===== src/rtl/i2c_addr_match.sv =====
module i2c_addr_match (
  input  logic       clk,
  input  logic       rst_n,
  input  logic       scl_in,
  input  logic       sda_in,
  input  logic [9:0] own_addr,
  input  logic       cfg_load,
  input  logic [7:0] cfg_mask_full,
  input  logic [4:0] cfg_mask_coarse,
  input  logic       mask_mode,
  input  logic       addr10,
  input  logic       gc_en,
  input  logic       stretch_en,
  input  logic       hold_release,
  output logic       sda_low,
  output logic       scl_low,
  output logic       match,
  output logic       gc_hit,
  output logic       rw,
  output logic       irq
);

  typedef enum logic [2:0] {S_IDLE, S_ADDR1, S_ADDR2, S_ACK, S_DONE, S_SKIP} st_t;

  logic [1:0] scl_sync, sda_sync;
  logic       scl_p, sda_p;
  logic [7:0] mask_full;
  logic [4:0] mask_coarse;
  logic [9:0] ign;
  st_t        st;
  logic [2:0] cnt;
  logic [6:0] shreg;
  logic       ack_q, fin_q, drive, armed, hold_q;

  always_ff @(posedge clk or negedge rst_n)
    if (!rst_n) begin
      scl_sync <= 2'b11;
      sda_sync <= 2'b11;
      scl_p    <= 1'b1;
      sda_p    <= 1'b1;
    end else begin
      scl_sync <= {scl_sync[0], scl_in};
      sda_sync <= {sda_sync[0], sda_in};
      scl_p    <= scl_sync[1];
      sda_p    <= sda_sync[1];
    end

  wire scl_s     = scl_sync[1];
  wire sda_s     = sda_sync[1];
  wire start_det = scl_s & scl_p & sda_p & ~sda_s;
  wire stop_det  = scl_s & scl_p & ~sda_p & sda_s;
  wire scl_rise  = scl_s & ~scl_p;
  wire scl_fall  = ~scl_s & scl_p;

  always_ff @(posedge clk or negedge rst_n)
    if (!rst_n) begin
      mask_full   <= 8'hFF;
      mask_coarse <= 5'h00;
    end else if (cfg_load) begin
      mask_full   <= cfg_mask_full;
      mask_coarse <= cfg_mask_coarse;
    end

  always_comb begin
    ign = '0;
    if (mask_mode) ign[7:0] = mask_full;
    else begin
      ign[5:2] = mask_coarse[4:1];
      ign[1]   = mask_coarse[0];
      ign[0]   = mask_coarse[0] & addr10;
    end
  end

  wire [7:0] byte_w = {shreg, sda_s};
  wire is_gc  = byte_w == 8'h00;
  wire cmp7   = (byte_w[7:1] != 7'd0) &&
                (((byte_w[7:1] ^ own_addr[7:1]) & ~ign[7:1]) == 7'd0);
  wire hi_ok  = (byte_w[7:3] == 5'b11110) && (byte_w[2:1] == own_addr[9:8]);
  wire lo_ok  = ((byte_w ^ own_addr[7:0]) & ~ign[7:0]) == 8'd0;
  wire last   = scl_rise && (cnt == 3'd7);

  assign scl_low = hold_q & stretch_en;

  always_ff @(posedge clk or negedge rst_n)
    if (!rst_n) begin
      st      <= S_IDLE;
      cnt     <= '0;
      shreg   <= '0;
      ack_q   <= 1'b0;
      fin_q   <= 1'b0;
      drive   <= 1'b0;
      sda_low <= 1'b0;
      match   <= 1'b0;
      gc_hit  <= 1'b0;
      rw      <= 1'b0;
      irq     <= 1'b0;
      armed   <= 1'b0;
      hold_q  <= 1'b0;
    end else begin
      irq <= 1'b0;
      if (hold_release) hold_q <= 1'b0;
      if (start_det || stop_det) begin
        st      <= start_det ? S_ADDR1 : S_IDLE;
        cnt     <= '0;
        drive   <= 1'b0;
        sda_low <= 1'b0;
        match   <= 1'b0;
        gc_hit  <= 1'b0;
        rw      <= 1'b0;
        hold_q  <= 1'b0;
        if (stop_det) armed <= 1'b0;
      end else begin
        case (st)
          S_ADDR1, S_ADDR2: if (scl_rise) begin
            shreg <= byte_w[6:0];
            cnt   <= cnt + 3'd1;
            if (last) begin
              st    <= S_ACK;
              fin_q <= 1'b1;
              if (st == S_ADDR2) begin
                ack_q <= lo_ok;
                match <= lo_ok;
                armed <= lo_ok;
                rw    <= 1'b0;
                irq   <= lo_ok;
              end else if (is_gc) begin
                ack_q  <= gc_en;
                gc_hit <= gc_en;
                irq    <= gc_en;
              end else if (!addr10) begin
                ack_q <= cmp7;
                match <= cmp7;
                rw    <= byte_w[0];
                irq   <= cmp7;
              end else if (hi_ok && !byte_w[0]) begin
                ack_q <= 1'b1;
                fin_q <= 1'b0;
              end else if (hi_ok && armed) begin
                ack_q <= 1'b1;
                match <= 1'b1;
                rw    <= 1'b1;
                irq   <= 1'b1;
              end else begin
                ack_q <= 1'b0;
              end
            end
          end
          S_ACK: if (scl_fall) begin
            if (!drive) begin
              drive   <= 1'b1;
              sda_low <= ack_q;
            end else begin
              drive   <= 1'b0;
              sda_low <= 1'b0;
              if (!ack_q) st <= S_SKIP;
              else if (!fin_q) begin
                st  <= S_ADDR2;
                cnt <= '0;
              end else begin
                st     <= S_DONE;
                hold_q <= 1'b1;
              end
            end
          end
          default: ;
        endcase
      end
    end

endmodule


===== config.mk =====
export PLATFORM = sky130hd
export DESIGN_NAME = i2c_addr_match
export DESIGN_NICKNAME = d
export VERILOG_FILES = /design/src/rtl/i2c_addr_match.sv
export SDC_FILE = /design/constraint.sdc
export NUM_CORES = 1
export LEC_CHECK = 0
export ABC_AREA = 0
export BUFFER_PORTS_ARGS = -buffer_cell sky130_fd_sc_hd__buf_2
export CORE_MARGIN = 2
export CORE_UTILIZATION = 50
export DETAILED_ROUTE_END_ITERATION = 8
export PLACE_DENSITY = 0.81
export SETUP_SLACK_MARGIN = 0.4
export SYNTH_ARGS = -nofsm -noshare
export SYNTH_HDL_FRONTEND = slang
export SYNTH_SLANG_ARGS = --single-unit

===== constraint.sdc =====
create_clock -name clk -period 6.2 [get_ports clk]
set_clock_uncertainty 0.2 [all_clocks]
set_input_delay 1.55 -clock clk [delete_from_list [all_inputs] [get_ports clk]]
set_output_delay 1.55 -clock clk [all_outputs]
set_load 0.01 [all_outputs]

==> impl_results.md <==
* CTS Hold Bufs at 0
* Die area at 0.00487 mm²
* Met3 Wirelength at 140 µm
* Clock power share at 21.2%
* Worst Hold Class: register to register
* Clock sink count at 42
* Initial drt markers at 106
* Endpoints failing hold at 0
* CP Launch Type: primary input
* CP peak stage delay at 0.13 ns
* Setup TNS at 0 ns
* CTS Buf Count at 5
* Total Routed Length at 4190 µm
* 1st-pass router iterations at 4
* Max Slew Vio Count at 0
* Combinational share of power at 31.3%
* Sequential Power Share at 47.5%
* Leak pwr at 1.13 nW
* Post-synth EDFFs at 0
* Max Root-Sink Buffers at 2
* Pwr Density at 348 mW/mm²
* Flops & latches, synth at 42
* Synth warnings at 0
* Final Wtd Congestion at 0.866
* Via count at 1,525
* Total global routing overflow at 0
* Outcome: finished clean
* CTS root buffer: clkbuf_8
* CTS H-tree depth at 2
* Avg Inst Size Synth at 11.8 µm²
* Chip width at 69.8 µm
* Sw Pwr at 0.000292 W
* CTS tree: yes
* Post-CTS sizing at 0
* Fill cells at 350
* Clk pin slew, worst setup/hold paths at 0.07 ns
* Max Cap Violations at 0
* Peak supply drop at 0.184 mV
* Rel. slew slack at 40.2%
* CP dominant cell by count: buf_2
* DR WL/cell at 15.5 µm
* Die Span Y at 69.8 µm
* Synth unique cells at 46
* Mapped Cells at 183
* Critical Path AT at 1.89 ns
* Max Fclk at 275 MHz
* Top routing layer in use: met4
* Ant diodes at 0
* Clk_lat worst skew at 0.29 ns
* Int Power at 0.000562 W
* DRC at 0
* Post-DP HPWL at 2980 µm
* CORE AREA at 0.00409 mm²
* Vias per std cell at 5.63
* Vias in the first global route at 1,564
* Cell breakdown of the critical path: buf_2, and2_1, buf_2
* Final setup margin at 2.56 ns
* Critical path class: primary input to primary output
* Seq/Total Area, Yosys at 49.4%
* I/O pins at 39
* Switching power share of the total at 34.2%
* Initial antenna violation count at 0
* Post-route ant nets at 0
* Final setup fails at 0
* Mapped Area at 0.00216 mm²
* Slew @ Worst Pin at 0.897 ns
* RSZ-0062 raised after global routing: no
* FP Rows at 23
* CP max stage cell: buf_2
* Synth Net Count at 218
* Setup repair bufs after CTS at 0
* Final #Nets at 255
* First-pass GRT wire length at 7380 µm
* IO buf count at 38
* CP bufs+invs at 2
* GRT Util Overall at 19.1%
* Worst slack, placed at 2.56 ns
* Metal1 wirelength at 1980 µm
* Fraction of registers with async set/reset at 100%
* Area Growth Syn to Fin at 13.5%
* Share of layout cells above drive strength 1 at 41.6%
* Post-layout min period at 3.64 ns
* Crit-path max FO at 1
* Largest net degree at the start of global routing at 43
* Met2 WL at 2000 µm
* Worst path required time at 4.45 ns
* Top_reg_cell synth: dfrtp_1
* Crit. End Element: primary output
* Fin crit share at 58.6%
* Initial Util at 52.9%
* Top delay family on crit path: buffers and inverters
-- cells in the mapped netlist, types with 4 or more instances --
cell type	count	share of area, %
dfrtp_1	28	32
a22oi_1	4	1.4
dfstp_2	14	17
nor2_1	9	1.6
mux2i_1	7	3.2
xor2_1	10	4.1
nand2b_1	5	1.4
and2_1	4	1.2
mux2_2	20	10
o21ai_0	4	0.93
a21oi_1	8	1.9
nand2_1	14	2.4
-- worst paths after layout --
check                                      start               endpoint  slack (ns)  depth (start not counted)
max                                   stretch_en                scl_low        2.56                          3
min                        sda_sync[0]$_DFF_PN1_  sda_sync[1]$_DFF_PN1_        0.16                          0
max reg2reg                scl_sync[1]$_DFF_PN1_      st[2]$_DFFE_PN0P_        4.03                          5
min reg2reg                sda_sync[0]$_DFF_PN1_  sda_sync[1]$_DFF_PN1_        0.16                          0
max in group asynchronous                  rst_n      st[2]$_DFFE_PN0P_        4.06                          1
min in group asynchronous                  rst_n      armed$_DFFE_PN0P_        1.18                          1
-- cell families (layout without fill, tap and decap cells) --
kind of cell | Yosys count | after routing | share of synthesized area [%]
flip-flops | 42 | 42 | 49.4
buffers and inverters | 9 | 47 | 2.60
XOR/XNOR | 13 | 13 | 5.61
adder cells (fa/ha/maj) | 2 | 2 | 1.16
multiplexers | 30 | 30 | 15.7
AO/OA/AOI/OAI | 32 | 32 | 10.2
AND/OR/NAND/NOR | 55 | 55 | 15.2
-- worst register-to-register path, delay by kind of cell, from the launching register on --
family | cells | cell delay, ns
compound gates | 1 | 0.22
simple gates | 3 | 0.73
flops | 1 | 0.59
mux | 1 | 0.32
-- power groups by stage --
stage | registers (W) | clock network (W) | logic (W)
final | 0.000406 | 0.000181 | 0.000267
after global routing | 0.000417 | 0.000201 | 0.000300
after CTS | 0.000406 | 0.000188 | 0.000267
after detailed placement | 0.000409 | 0 | 0.000265
after global placement | 0.000407 | 0 | 0.000254
after floorplan | 0.000376 | 0 | 0.000240
-- flip-flops by register name (all words and copies together) (netlist names) --
signal,count
ack_q,1
armed,1
cnt,3
drive,1
fin_q,1
gc_hit,1
hold_q,1
irq,1
mask_coarse,5
mask_full,8
match,1
rw,1
scl_p,1
scl_sync,2
sda_low,1
sda_p,1
sda_sync,2
shreg,7
st,3
-- per-stage QoR --
step | instance area (µm²) | util, % | hold slack, ns | total power (W) | std cells
after global routing | 2450 | 60.0 | 0.166 | 0.000918 | 271
final | 2450 | 60.0 | 0.158 | 0.000854 | 271
after global placement | 2360 | 57.8 | 0.146 | 0.000661 | 263
after floorplan | 2160 | - | 0.145 | 0.000615 | 183
after CTS | 2450 | 60.0 | 0.159 | 0.000860 | 271
after detailed placement | 2360 | 57.8 | 0.148 | 0.000674 | 263
-- layer usage --
metal	track usage (%)	vias to the layer above
met2	28.5	27
li1	-	740
met1	27.3	750
met4	7.26	0
met3	4.07	8
met5	0	-
-- cell type report --
class / instances / area (µm²) / share of cell area [%]
repair buffers: 38 / 190 / 7.75
clock inverters: 1 / 5.00 / 0.204
well taps: 50 / 62.6 / 2.55
multi-input cells: 132 / 1040 / 42.3
clock buffers: 7 / 86.3 / 3.52
inverters: 1 / 3.75 / 0.153
flip-flops and latches: 42 / 1070 / 43.5
-- cells in the final DEF, fill, tap and decap left out, types with 3 or more instances in the layout --
master and count:
nand3b_1 3, nor4_2 3, mux2i_1 7, nand3_1 3, buf_2 38, a211oi_1 3, clkbuf_8 6, and2_1 4
nor2_1 9, mux2_4 3, nand2_1 14, o21ai_0 4, dfrtp_1 28, xor2_1 10, dfstp_2 14, nand2b_1 5
a22oi_1 4, mux2_2 20, a21oi_1 8, a31oi_1 3
Power figures use the tool's default switching activity.
